$ cat config.mk
export PLATFORM = sky130hd
export DESIGN_NAME = bcd_alu
export DESIGN_NICKNAME = d
export VERILOG_FILES = /design/src/rtl/alu_pkg.sv /design/src/rtl/alu_ctrl.sv /design/src/rtl/alu_dpath.sv /design/src/rtl/bcd_alu.sv
export SDC_FILE = /design/constraint.sdc
export NUM_CORES = 1
export LEC_CHECK = 0
export BUFFER_PORTS_ARGS = -buffer_cell sky130_fd_sc_hd__buf_2
export CAP_MARGIN = 25
export CORE_ASPECT_RATIO = 1.5
export CORE_UTILIZATION = 35
export DETAILED_ROUTE_END_ITERATION = 10
export PLACE_DENSITY = 0.54
export SLEW_MARGIN = 0
export SYNTH_ARGS = -nofsm -noshare
export SYNTH_HDL_FRONTEND = slang
export SYNTH_SLANG_ARGS = --single-unit
$ cat constraint.sdc
create_clock -name vclk -period 7.49
set_input_delay 1.1235 -clock vclk [all_inputs]
set_output_delay 1.1235 -clock vclk [all_outputs]
set_load 0.02 [all_outputs]
$ cat src/rtl/alu_pkg.sv
package alu_pkg;

  typedef enum logic [3:0] {
    OP_ADD = 4'd0,
    OP_SUB = 4'd1,
    OP_CMP = 4'd2,
    OP_AND = 4'd3,
    OP_OR  = 4'd4,
    OP_XOR = 4'd5,
    OP_BIT = 4'd6,
    OP_ASL = 4'd7,
    OP_LSR = 4'd8,
    OP_ROL = 4'd9,
    OP_ROR = 4'd10
  } aluOp_e;

  typedef enum logic [2:0] {
    U_PASS  = 3'd0,
    U_ARITH = 3'd1,
    U_LOGIC = 3'd2,
    U_BIT   = 3'd3,
    U_SHIFT = 3'd4
  } unitSel_e;

  typedef enum logic [1:0] {
    L_AND = 2'd0,
    L_OR  = 2'd1,
    L_XOR = 2'd2
  } logicSel_e;

  // strobes from control to datapath
  typedef struct packed {
    unitSel_e  unit;
    logicSel_e logicFn;
    logic      invOperand;  // complement memory operand
    logic      decSub;      // remove 0x66.. from complemented operand
    logic      decAdj;      // apply nibble correction to the sum
    logic      forceCarry;  // carry-in forced to one
    logic      shiftLeft;
    logic      shiftRot;    // rotate uses carry-in as fill bit
    logic      wrN;
    logic      wrZ;
    logic      wrC;
    logic      wrV;
  } ctrlStrobes_t;

endpackage

$ cat src/rtl/alu_ctrl.sv
module alu_ctrl
  import alu_pkg::*;
(
  input  logic [3:0]   opSel,
  input  logic         decimalIn,
  output ctrlStrobes_t strobes
);

  always_comb begin
    strobes            = '0;
    strobes.unit       = U_PASS;
    strobes.logicFn    = L_AND;
    unique case (opSel)
      OP_ADD: begin
        strobes.unit   = U_ARITH;
        strobes.decAdj = decimalIn;
        {strobes.wrN, strobes.wrZ, strobes.wrC, strobes.wrV} = 4'b1111;
      end
      OP_SUB: begin
        strobes.unit       = U_ARITH;
        strobes.invOperand = 1'b1;
        strobes.decSub     = decimalIn;
        strobes.decAdj     = decimalIn;
        {strobes.wrN, strobes.wrZ, strobes.wrC, strobes.wrV} = 4'b1111;
      end
      OP_CMP: begin
        strobes.unit       = U_ARITH;
        strobes.invOperand = 1'b1;
        strobes.forceCarry = 1'b1;
        {strobes.wrN, strobes.wrZ, strobes.wrC} = 3'b111;
      end
      OP_AND, OP_OR, OP_XOR: begin
        strobes.unit    = U_LOGIC;
        strobes.logicFn = (opSel == OP_AND) ? L_AND :
                          (opSel == OP_OR)  ? L_OR  : L_XOR;
        {strobes.wrN, strobes.wrZ} = 2'b11;
      end
      OP_BIT: begin
        strobes.unit = U_BIT;
        {strobes.wrN, strobes.wrZ, strobes.wrV} = 3'b111;
      end
      OP_ASL, OP_LSR, OP_ROL, OP_ROR: begin
        strobes.unit      = U_SHIFT;
        strobes.shiftLeft = (opSel == OP_ASL) || (opSel == OP_ROL);
        strobes.shiftRot  = (opSel == OP_ROL) || (opSel == OP_ROR);
        {strobes.wrN, strobes.wrZ, strobes.wrC} = 3'b111;
      end
      default: ;
    endcase
  end

endmodule

$ cat src/rtl/alu_dpath.sv
module alu_dpath
  import alu_pkg::*;
#(
  parameter int W = 8
) (
  input  ctrlStrobes_t strobes,
  input  logic [W-1:0] accIn,
  input  logic [W-1:0] memIn,
  input  logic         carryIn,
  output logic [W-1:0] result,
  output logic         flagN,
  output logic         flagZ,
  output logic         flagC,
  output logic         flagV
);

  localparam int XW     = 2 * W;
  localparam int DIGITS = W / 4;

  function automatic logic [XW-1:0] sixesConst();
    logic [XW-1:0] r;
    r = '0;
    for (int i = 0; i < DIGITS; i++) r[4*i +: 4] = 4'h6;
    return r;
  endfunction

  // after the >>3, bit 4k+1 marks a carry out of nibble k
  function automatic logic [XW-1:0] nibbleMask();
    logic [XW-1:0] r;
    r = '0;
    for (int i = 0; i < DIGITS; i++) r[4*i + 1] = 1'b1;
    return r;
  endfunction

  localparam logic [XW-1:0] SIXES = sixesConst();
  localparam logic [XW-1:0] MASK  = nibbleMask();

  // ---------------- arithmetic path ----------------
  logic [XW-1:0] accExt, opnd, sumBin, probe, marks, adjust, sumFin;
  logic          cEff;
  logic          arN, arZ, arC, arV;

  always_comb begin
    accExt = {{W{1'b0}}, accIn};
    opnd   = strobes.invOperand ? {{W{1'b0}}, ~memIn} : {{W{1'b0}}, memIn};
    if (strobes.decSub) opnd = opnd - SIXES;
    cEff   = strobes.forceCarry | carryIn;
    sumBin = accExt + opnd + {{(XW-1){1'b0}}, cEff};
    probe  = (sumBin + SIXES) ^ accExt ^ opnd;
    marks  = (probe >> 3) & MASK;
    adjust = marks + (marks << 1);
    sumFin = strobes.decAdj ? (sumBin + adjust) : sumBin;
    arN    = sumBin[W-1];
    arZ    = (sumBin[W-1:0] == '0);
    arV    = (sumBin[W-1] ^ accIn[W-1]) & (sumBin[W-1] ^ opnd[W-1]);
    arC    = |sumFin[XW-1:W];
  end

  // ---------------- logic path ----------------
  logic [W-1:0] logicRes;
  always_comb begin
    unique case (strobes.logicFn)
      L_OR:    logicRes = accIn | memIn;
      L_XOR:   logicRes = accIn ^ memIn;
      default: logicRes = accIn & memIn;
    endcase
  end

  // ---------------- shift path ----------------
  logic [W-1:0] shiftRes;
  logic         shiftC, fillBit;
  always_comb begin
    fillBit = strobes.shiftRot & carryIn;
    if (strobes.shiftLeft) begin
      shiftRes = {accIn[W-2:0], fillBit};
      shiftC   = accIn[W-1];
    end else begin
      shiftRes = {fillBit, accIn[W-1:1]};
      shiftC   = accIn[0];
    end
  end

  // ---------------- output select ----------------
  logic [W-1:0] resSel;
  logic         nSel, zSel, cSel, vSel;
  always_comb begin
    resSel = accIn;
    nSel = 1'b0; zSel = 1'b0; cSel = 1'b0; vSel = 1'b0;
    unique case (strobes.unit)
      U_ARITH: begin
        resSel = (strobes.forceCarry && strobes.invOperand) ? accIn : sumFin[W-1:0];
        nSel = arN; zSel = arZ; cSel = arC; vSel = arV;
      end
      U_LOGIC: begin
        resSel = logicRes;
        nSel = logicRes[W-1]; zSel = (logicRes == '0);
      end
      U_BIT: begin
        nSel = memIn[W-1]; vSel = memIn[W-2];
        zSel = ((accIn & memIn) == '0);
      end
      U_SHIFT: begin
        resSel = shiftRes;
        nSel = shiftRes[W-1]; zSel = (shiftRes == '0); cSel = shiftC;
      end
      default: ;
    endcase
  end

  assign result = resSel;
  assign flagN  = nSel & strobes.wrN;
  assign flagZ  = zSel & strobes.wrZ;
  assign flagC  = cSel & strobes.wrC;
  assign flagV  = vSel & strobes.wrV;

endmodule

$ cat src/rtl/bcd_alu.sv
module bcd_alu
  import alu_pkg::*;
#(
  parameter int W = 8
) (
  input  logic [3:0]   opSel,
  input  logic [W-1:0] accIn,
  input  logic [W-1:0] memIn,
  input  logic         carryIn,
  input  logic         decimalIn,
  output logic [W-1:0] result,
  output logic         flagN,
  output logic         flagZ,
  output logic         flagC,
  output logic         flagV,
  output logic         wrN,
  output logic         wrZ,
  output logic         wrC,
  output logic         wrV
);

  ctrlStrobes_t strobes;

  alu_ctrl u_ctrl (
    .opSel     (opSel),
    .decimalIn (decimalIn),
    .strobes   (strobes)
  );

  alu_dpath #(.W(W)) u_dpath (
    .strobes (strobes),
    .accIn   (accIn),
    .memIn   (memIn),
    .carryIn (carryIn),
    .result  (result),
    .flagN   (flagN),
    .flagZ   (flagZ),
    .flagC   (flagC),
    .flagV   (flagV)
  );

  assign wrN = strobes.wrN;
  assign wrZ = strobes.wrZ;
  assign wrC = strobes.wrC;
  assign wrV = strobes.wrV;

endmodule

==> impl_metrics.py <==
metrics = {
    "outcome": {
        "status": "completed",
    },
    "critical_path": {
        "slowest_delay_ns": 0.44,
        "criticalPathCategory": "primary input to primary output",
        "required_ns": 6.37,
        "worstPathArrival_ns": 6.01,
        "crit_buf_inv": 2,
        "cp_cell_sequence": "buf_2 > and2b_1 > o21ai_4 > xnor2_1 > fa_1 > fa_1 > a211oi_2 > nor2_1 > xor2_2 > xnor2_1 > xnor2_1 > xnor2_1 > ha_1 > fa_1 > nand4b_1 > nor2_1 > a31oi_1 > xor2_1 > o32ai_1 > nand3_1 > buf_2",
        "cp_common_cell": "xnor2_1",
        "end_kind": "primary output",
        "path_delay_family": "adder cells",
        "critical_path.max_fanout": 14,
        "setup.worst_path.start_class": "primary input",
        "slowest_stage": "fa_1",
    },
    "power": {
        "p_clk_frac": 0,
        "intPower_w": 0.000123,
        "swShare": 0.601,
        "seqPwrFrac": 0,
        "p_sw_w": 0.000186,
        "combPwrFrac": 1.000,
        "ir_worst_vdd_mv": 0.0454,
        "p_leak_nw": 1.08,
        "power_density_nw_per_um2": 126,
    },
    "global_routing": {
        "grt_usage": 0.229,
        "grt_pass1_wl_um": 11700,
        "gr-total-overflow": 0,
        "grt_pass1_vias": 2320,
        "antenna_found_initial": 0,
        "grt_max_degree": 20,
    },
    "route": {
        "routed_wl_um": 7350,
        "wl_per_cell_um": 17.5,
        "vias": 2434,
        "dr.pass1.iters": 4,
        "via_per_inst": 5.80,
        "drcViolationCount": 0,
        "antenna_left": 0,
        "drtIter0Drc": 192,
    },
    "layout": {
        "fillerInstances": 652,
        "n_clock_buffer": 0,
        "diodes": 0,
        "seq_cell_count": 0,
        "layout_commonest_cell": "buf_2",
        "multi_input_area_um2": 2020,
        "seq_area_um2": 0,
        "num-nets-final": 403,
        "area_growth_pct": 11.4,
        "final_layout_size_suffix_gt1_frac": 0.179,
        "layout_common_cells": "buf_2, ha_1, inv_1, nand2_1, a21oi_1",
    },
    "sta": {
        "tightest_slew_ns": 0.711,
        "fin_ws_ns": 0.359,
        "slew_viol_final": 0,
        "hold_violations": 0,
        "rsz0062_at_grt": "false",
        "fmax_mhz": 140,
        "finalSetupTns_ns": 0,
        "period_minus_slack_ns": 7.13,
        "slew_headroom": 0.514,
        "setup_violations": 0,
        "final.period_utilization": 0.952,
    },
    "yosys": {
        "yosysUniqueCellTypes": 62,
        "yosysWarningCount": 0,
        "syn_area_um2": 2200,
        "avgSynthCellArea_um2": 6.96,
        "syn_nets": 371,
        "syn-instance-count": 316,
        "synth_seq_area_share": 0,
    },
    "clock_tree": {
        "cts_setup_buffers": 0,
    },
    "die": {
        "die_area_um2": 6610,
        "ioPinCount": 38,
        "core-area_um2": 6090,
        "start_util": 0.361,
        "die_h_um": 99.1,
        "rows": 35,
        "die_w_um": 66.7,
    },
    "hold_path": {
        "hold_class": "primary input to primary output",
    },
    "place": {
        "dp_worst_setup_slack_ns": 0.338,
        "place.gp.congestion": 0.881,
        "port_buffers": 38,
        "dpl.hpwl_um": 6000,
    },
    "run": {
        "maxCapViolCount": 0,
    },
}
## what timing repair did
action	4_1_cts	5_1_grt
hold buffers	0	0
endpoints found under the setup margin	0	2
resized for setup	0	1
## logic make-up after synthesis
kind of cell               share of synthesized area
muxes                                         0.0563
AOI/OAI and AO/OA                              0.320
adders and majority gates                      0.198
and+or+nand+nor                                0.254
xor gates and xnor gates                      0.0910
buffers and inverters                         0.0808
## per-stage QoR
stage,utilization,cell area [um^2],total power (W),cells,hold slack (ns)
after global placement,0.402,2450,0.000303,420,2.63
after detailed placement,0.402,2450,0.000306,420,2.64
final,0.402,2450,0.000309,420,2.65
after global routing,0.402,2450,0.000343,420,2.67
after floorplan,-,2200,0.000228,316,2.43
after CTS,0.402,2450,0.000307,420,2.65
## power groups by stage
stage	Combinational [W]	Sequential, W	Clock [W]
finish	0.000309	0	0
global route	0.000343	0	0
CTS	0.000307	0	0
detailed placement	0.000306	0	0
global placement	0.000303	0	0
floorplan	0.000228	0	0
## final cells by class
cell class | count | share of cell area
Inverter | 28 | 0.0429
Timing Repair Buffer | 43 | 0.0930
Multi-Input combinational cell | 275 | 0.826
Tap cell | 74 | 0.0378
## synthesized netlist by cell type (2+ instances only)
master	n	share of area
a211oi_2	3	0.017
nor4_1	3	0.0085
nand2_1	28	0.048
a2bb2oi_1	4	0.016
mux2_2	3	0.015
nor2_1	26	0.044
nand4b_1	2	0.0080
buf_6	2	0.010
nor2_4	2	0.010
o21bai_1	2	0.0068
a32oi_1	2	0.0080
a31oi_1	7	0.020
nor3_1	6	0.014
buf_2	4	0.0091
o21ai_0	16	0.036
xor2_1	3	0.012
nand4_1	5	0.014
clkbuf_1	5	0.0085
inv_1	28	0.048
xnor2_1	18	0.072
nand3_1	5	0.011
mux2i_1	9	0.041
o211ai_1	5	0.017
nand2b_1	6	0.017
ha_1	30	0.17
a211oi_1	2	0.0068
nand3b_1	2	0.0068
a22oi_1	10	0.034
nor2b_1	6	0.017
and3_1	3	0.0085
o31ai_1	2	0.0068
fa_1	3	0.027
a21oi_1	28	0.064
a21o_1	4	0.014
or2_2	2	0.0057
o22ai_1	3	0.0085
a22o_1	2	0.0080
## routing by layer
layer	track usage	vias up	wire length [um]
met2	0.426	88	3810
met3	0.00459	13	365
li1	-	1221	-
met4	0.0426	0	156
met1	0.286	1112	3020
met5	0	-	0
## final timing paths
kind | start | endpoint | depth (start not counted) | slack, ns
setup / recovery | opSel[0] | result[7] | 21 | 0.36
hold / removal | memIn[6] | flagV | 3 | 2.65
Power figures use the tool's default switching activity.
